`config.mk`:
```
export PLATFORM = sky130hd
export DESIGN_NAME = uart_rx_flags
export DESIGN_NICKNAME = d
export VERILOG_FILES = /design/src/rtl/uart_rx_flags.sv
export SDC_FILE = /design/constraint.sdc
export NUM_CORES = 1
export LEC_CHECK = 0
export ABC_AREA = 0
export CORE_MARGIN = 8
export CORE_UTILIZATION = 30
export CTS_CLUSTER_SIZE = 20
export DETAILED_ROUTE_END_ITERATION = 16
export PLACE_DENSITY = 0.59
export SETUP_SLACK_MARGIN = 0.1
export SLEW_MARGIN = 25
export SYNTH_ARGS = -nofsm -noshare
export SYNTH_HDL_FRONTEND = slang
export SYNTH_SLANG_ARGS = --single-unit
```
`constraint.sdc`:
```
create_clock -name clk -period 2.13 [get_ports clk]
set_input_delay 0.213 -clock clk [delete_from_list [all_inputs] [get_ports clk]]
set_output_delay 0.213 -clock clk [all_outputs]
set_load 0.01 [all_outputs]
```
`src/rtl/uart_rx_flags.sv`:
```
module uart_rx_flags #(
  parameter int DW = 8
) (
  input  logic          clk,
  input  logic          rst_n,
  input  logic          word_done,
  input  logic [DW-1:0] word_byte,
  input  logic          noise_hit,
  input  logic          frame_hit,
  input  logic          parity_hit,
  input  logic          idle_hit,
  input  logic          rd_status,
  input  logic          rd_data,
  input  logic          en_rx,
  input  logic          en_idle,
  input  logic          en_par,
  output logic [5:0]    status,
  output logic [DW-1:0] rx_byte,
  output logic          irq
);
  logic ready, idle, ovr, noise, frame, par;
  logic armed, idle_ok;
  logic [4:0] snap;

  wire accept  = word_done & (~ready | rd_data);
  wire overrun = word_done & ready & ~rd_data;
  wire [4:0] clr = (rd_data && armed) ? snap : 5'b0;

  assign status = {ready, idle, ovr, noise, frame, par};
  assign irq = (en_rx & (ready | ovr)) | (en_idle & idle) | (en_par & par);

  always_ff @(posedge clk or negedge rst_n) begin
    if (!rst_n) begin
      ready   <= 1'b0;
      idle    <= 1'b0;
      ovr     <= 1'b0;
      noise   <= 1'b0;
      frame   <= 1'b0;
      par     <= 1'b0;
      armed   <= 1'b0;
      idle_ok <= 1'b1;
      snap    <= '0;
      rx_byte <= '0;
    end else begin
      ready   <= accept | (ready & ~rd_data);
      idle    <= (idle  & ~clr[4]) | (idle_hit & idle_ok);
      ovr     <= (ovr   & ~clr[3]) | overrun;
      noise   <= (noise & ~clr[2]) | (accept & noise_hit);
      frame   <= (frame & ~clr[1]) | (accept & frame_hit);
      par     <= (par   & ~clr[0]) | (accept & parity_hit);
      idle_ok <= accept | (idle_ok & ~idle_hit);
      if (accept) rx_byte <= word_byte;
      if (rd_status) begin
        armed <= 1'b1;
        snap  <= status[4:0];
      end else if (rd_data) begin
        armed <= 1'b0;
      end
    end
  end
endmodule

```
==> flow_metrics.tcl, run 1 <==
set metrics [dict create \
    cap_viol_max_count 0 \
    num_io_pins 35 \
    drc 0 \
    multi_input_area_um2 297 \
    syn_inst 62 \
    layout_common_cells "clkdlybuf4s50_1, dfrtp_1, mux2_4" \
    hold_buffers 0 \
    route.met2.wl_um 849 \
    instances_no_fill 124 \
    status "finished clean" \
    start_kind "register" \
    grt_pass1_wl_um 3220 \
    slowest_stage "clkdlybuf4s50_1" \
    tightestPinTransition_ns 0.288 \
    m1WireLength_um 827 \
    portBuffers 34 \
    grt_max_degree 22 \
    timing.final.crit_period_ns 1.66 \
    cts_tree "done" \
    grt_pass1_vias 695 \
    cp_max_fo 4 \
    regArea_um2 527 \
    hold_viol 0 \
    diodes 0 \
    worst-setup-path-type "register to output port" \
    powerDensity_mw_per_mm2 844 \
    cts.sink_count 21 \
    maxUsedRoutingLayer "met4" \
    grt_usage_pct 7.98 \
    area.growth.synth_to_final_pct 39.7 \
    clkTransAtPathRegs_ns 0.12 \
    cts_setup_buffers 0 \
    placedCellCount 120 \
    initial_utilization_pct 32.0 \
    ys_ff_latch 21 \
    grt_overflow_total 0 \
    clockBufferDepth 2 \
    required_ns 1.92 \
    nFillCells 282 \
    layout.nets 114 \
    peakVddDrop_mv 0.407 \
    tns_ns 0 \
    routed_wl_um 1860 \
    slew_headroom_pct 80.7 \
    syn-num-nets 82 \
    hpwl_um 1400 \
    row_count 19 \
    critPathMaxStageDelay_ns 0.48 \
    leakage_nw 0.543 \
    die_y_um 70.5 \
    clk_latency_ns 0.30 \
    vias 577 \
    arrival_ns 1.45 \
    critical_path.cell_chain "a22oi_1, nand2_1, clkdlybuf4s50_1" \
    slew_viol_final 0 \
    drtAntennaViolNets 0 \
    antenna_found_initial 0 \
    final_layout_size_suffix_gt1_share_pct 20.4 \
    fmax_mhz 601 \
    routabilityCongestion 0.703 \
    h-tree-depth 1 \
    fin_skew_ns 0.00402 \
    hold_path.class "input pin to asynchronous set/reset pin" \
    dr.pass1.iters 3 \
    fin_area_mm2 0.00124 \
    yosysWarnings 0 \
    endpoint_kind "output port" \
    syn_area_um2 891 \
    viasPerCell 4.65 \
    setup_viol 0 \
    dieArea_mm2 0.00497 \
    routedWlPerCell_um 15.0 \
    ys_seq_area_share_pct 59.1 \
    die_w_um 70.5 \
    power_mw 1.05 \
    post_cts_resized 0 \
    numCtsBuffers 3 \
    cts-root-buf "clkbuf_4" \
    finalCritPeriodShare_pct 78.1 \
    final_common_cell "clkdlybuf4s50_1" \
    synth_cell_type_count 19 \
    core_area_mm2 0.00278 \
    drtIter0Drc 19 \
    rsz0062_at_grt "no" \
    syn_area_per_cell_um2 14.4 \
    post_dp_cell_area_mm2 0.00122 \
    hold_ws_ns 0.238 \
    met3WireLength_um 178 \
]
[sequential cells by signal (all words and copies together) (netlist names)]
register  count
frame         1
rx_byte       8
idle_ok       1
noise         1
armed         1
ready         1
idle          1
par           1
ovr           1
snap          5
[worst max-delay path, delay by kind of cell, from the launching register on]
kind	cells	cell delay (ns)
buffers and inverters	1	0.48
flip-flops	1	0.43
AO/OA/AOI/OAI	1	0.17
AND/OR/NAND/NOR	1	0.06
[worst paths after layout]
kind                            slack [ns]                endpoint  cells after the start                start
worst max-delay path                  0.47                     irq                      3       idle$_DFF_PN0_
worst min-delay path                  0.24         noise$_DFF_PN0_                      2                rst_n
worst max register to register        0.88  rx_byte[2]$_DFFE_PN0P_                      3      ready$_DFF_PN0_
worst min register to register        0.47           ovr$_DFF_PN0_                      1  snap[3]$_DFFE_PN0P_
max in group asynchronous             1.62       idle_ok$_DFF_PN1_                      2                rst_n
min in group clk                      0.47           ovr$_DFF_PN0_                      1  snap[3]$_DFFE_PN0P_
[per-layer routing]
metal,global-route usage [%],up-vias
li1,-,277
met1,8.80,278
met2,12.2,20
met3,5.08,2
met4,2.68,0
met5,0,-
[power breakdown]
group	total [mW]	leakage [nW]	internal [mW]	switching, mW
combinational	0.313	0.286	0.209	0.104
sequential	0.547	0.240	0.488	0.0592
clock	0.191	0.0177	0.0700	0.121
[per-stage QoR]
stage,util (%),setup slack (ns)
after floorplan,-,0.945
after global placement,43.8,0.424
after detailed placement,43.8,0.374
after CTS,44.8,0.440
after global routing,44.8,0.344
final,44.8,0.467
[Yosys cell counts]
master	instances	area, µm²
inv_1	2	7.51
buf_4	6	45.0
nand2_1	1	3.75
buf_6	1	11.3
mux2_2	5	56.3
mux2_4	6	90.1
a21o_1	2	15.0
mux2_1	2	22.5
dfrtp_1	20	500
nand3_1	4	20.0
a22o_1	4	35.0
dfstp_2	1	26.3
a31oi_1	2	12.5
nand2b_1	1	6.26
clkbuf_1	1	3.75
and2_4	1	8.76
nand2b_4	1	13.8
a22oi_1	1	7.51
o21ai_0	1	5.00
[final cells by class]
cell class,instances,share of cell area [%]
Clock inverter,1,0.402
Timing Repair Buffer,35,27.9
Tap cell,31,3.12
Inverter,2,0.603
Sequential cell,21,42.3
Clock buffer,3,1.81
Multi-Input combinational cell,31,23.8
[logic make-up after synthesis]
logic type | synth area share (%)
buf+inv | 7.58
flops | 59.1
compound gates | 8.43
mux | 19.0
simple gates | 5.90
Note: power is estimated with default switching activity, not from simulation.
==> run 2: changes to the inputs <==
clock period = 1.6 ns   (was 2.13 ns; I/O delays follow)
==> run 2 against run 1 <==
Effect of this change: sequential power rose by 32%; die area is the same; non-clock buffer count increased by 6; flip-flop and latch count is the same; design area up 4.1%; sequential share of layout area down 1.7 points; clock skew decreased by 0.0034 ns; utilization increased by 1.8 points; critical endpoint is now status[3].
==> flow_metrics.tcl, run 2 (synthesis results as in run 1) <==
set metrics [dict create \
    status "finished clean" \
    tns_ns 0 \
    hold_buffers 0 \
    drtAntennaViolNets 0 \
    largest_register "rx_byte" \
    diodes 0 \
    h-tree-depth 1 \
    grt_pass1_wl_um 3250 \
    die_w_um 70.5 \
    worst-setup-path-type "register to output port" \
    routabilityCongestion 0.632 \
    initial_utilization_pct 32.0 \
    routedWlPerCell_um 14.8 \
    clk_latency_ns 0.29 \
    multi_input_area_um2 297 \
    tightestPinTransition_ns 0.269 \
    area.growth.synth_to_final_pct 45.5 \
    numCtsBuffers 3 \
    antenna_found_initial 0 \
    cp_top_family "buffers and inverters" \
    grt_overflow_total 0 \
    hold_path.class "input pin to asynchronous set/reset pin" \
    instances_no_fill 130 \
    grt_pass1_vias 710 \
    dieArea_mm2 0.00497 \
    required_ns 1.44 \
    hold_viol 0 \
    vias 615 \
    finalCritPeriodShare_pct 87.9 \
    clockBufferDepth 2 \
    dr.pass1.iters 2 \
    hpwl_um 1460 \
    layout.nets 120 \
    cts-root-buf "clkbuf_4" \
    viasPerCell 4.73 \
    final_layout_size_suffix_gt1_share_pct 25.3 \
    cap_viol_max_count 0 \
    fmax_mhz 711 \
    grt_max_degree 22 \
    drc 0 \
    fin_skew_ns 0.000665 \
    timing.final.crit_period_ns 1.41 \
    slew_viol_final 0 \
    setup_viol 0 \
    grt_usage_pct 7.92 \
    placedCellCount 121 \
    powerDensity_mw_per_mm2 1100 \
    core_area_mm2 0.00278 \
    largest_reg_flops 8 \
    start_kind "register" \
    num_io_pins 35 \
    peakVddDrop_mv 0.523 \
    slowest_stage "clkdlybuf4s50_1" \
    rsz0062_at_grt "no" \
    routed_wl_um 1930 \
    slew_headroom_pct 82.0 \
    critical_path.cell_chain "clkdlybuf4s50_1" \
    clkTransAtPathRegs_ns 0.11 \
    die_y_um 70.5 \
    largest_registers "rx_byte x8, snap x5" \
    critPathMaxStageDelay_ns 0.55 \
    cts_tree "done" \
    regArea_um2 527 \
    row_count 19 \
    arrival_ns 1.25 \
    cp_num_buf_inv 1 \
    leakage_nw 0.593 \
    drtIter0Drc 8 \
    nFillCells 265 \
    layout_common_cells "clkdlybuf4s50_1, dfrtp_1, buf_4" \
    cp_max_fo 4 \
    final_common_cell "clkdlybuf4s50_1" \
    endpoint_kind "output port" \
    portBuffers 34 \
    cts.sink_count 21 \
]
-- run 2: cell count changes in the layout (fill, tap and decap cells not counted), sizes merged --
cell	before	now
clkdlybuf4s50	34	30
dlymetal6s2s	0	3
dlygate4sd2	0	1
buf	1	7
-- run 2: final timing paths --
check,from,end,slack (ns),cells past startpoint
setup / recovery,ovr$_DFF_PN0_,status[3],0.19,1
hold / removal,rst_n,ovr$_DFF_PN0_,0.19,2
setup reg to reg,ready$_DFF_PN0_,rx_byte[2]$_DFFE_PN0P_,0.26,4
hold reg to reg,snap[3]$_DFFE_PN0P_,ovr$_DFF_PN0_,0.49,1
max in group asynchronous,rst_n,idle_ok$_DFF_PN1_,1.14,2
min in group clk,word_byte[2],rx_byte[2]$_DFFE_PN0P_,0.46,2
-- run 2: area by class of cell --
cell class | count | area share [%]
clock inverter | 1 | 0.386
inverter | 2 | 0.579
timing repair buffer | 41 | 30.8
tap | 31 | 2.99
sequential | 21 | 40.6
clock buffer | 3 | 1.74
multi-input combinational | 31 | 22.9
-- run 2: what timing repair did --
action	CTS	global route
resized for setup	1	3
setup endpoints to repair	2	3
setup buffers	5	0
-- run 2: power breakdown --
part	internal [mW]	switching [mW]	leakage (nW)	total (mW)
clock network	0.0929	0.150	0.0177	0.243
logic	0.300	0.152	0.335	0.452
registers	0.650	0.0748	0.240	0.724
-- run 2: metrics by stage --
stage               setup WS (ns)  power [mW]  hold WS, ns  utilization (%)  area, µm²
floorplan                   0.415       0.969       -0.136                -        891
global placement            0.116        1.16        0.446             44.0       1220
detailed placement         0.0693        1.17        0.480             44.0       1220
CTS                        0.0735        1.46        0.182             46.3       1290
global route                0.105        1.52        0.186             46.6       1300
finish                      0.193        1.42        0.189             46.6       1300
-- run 2: layer usage --
layer / track usage [%] / part of all wire, % / vias up
met1: 8.95 / 42 / 310
li1: - / - / 285
met5: 0 / 0 / -
met2: 12.3 / 49 / 18
met4: 3.35 / 0.36 / 0
met3: 3.95 / 8.8 / 2
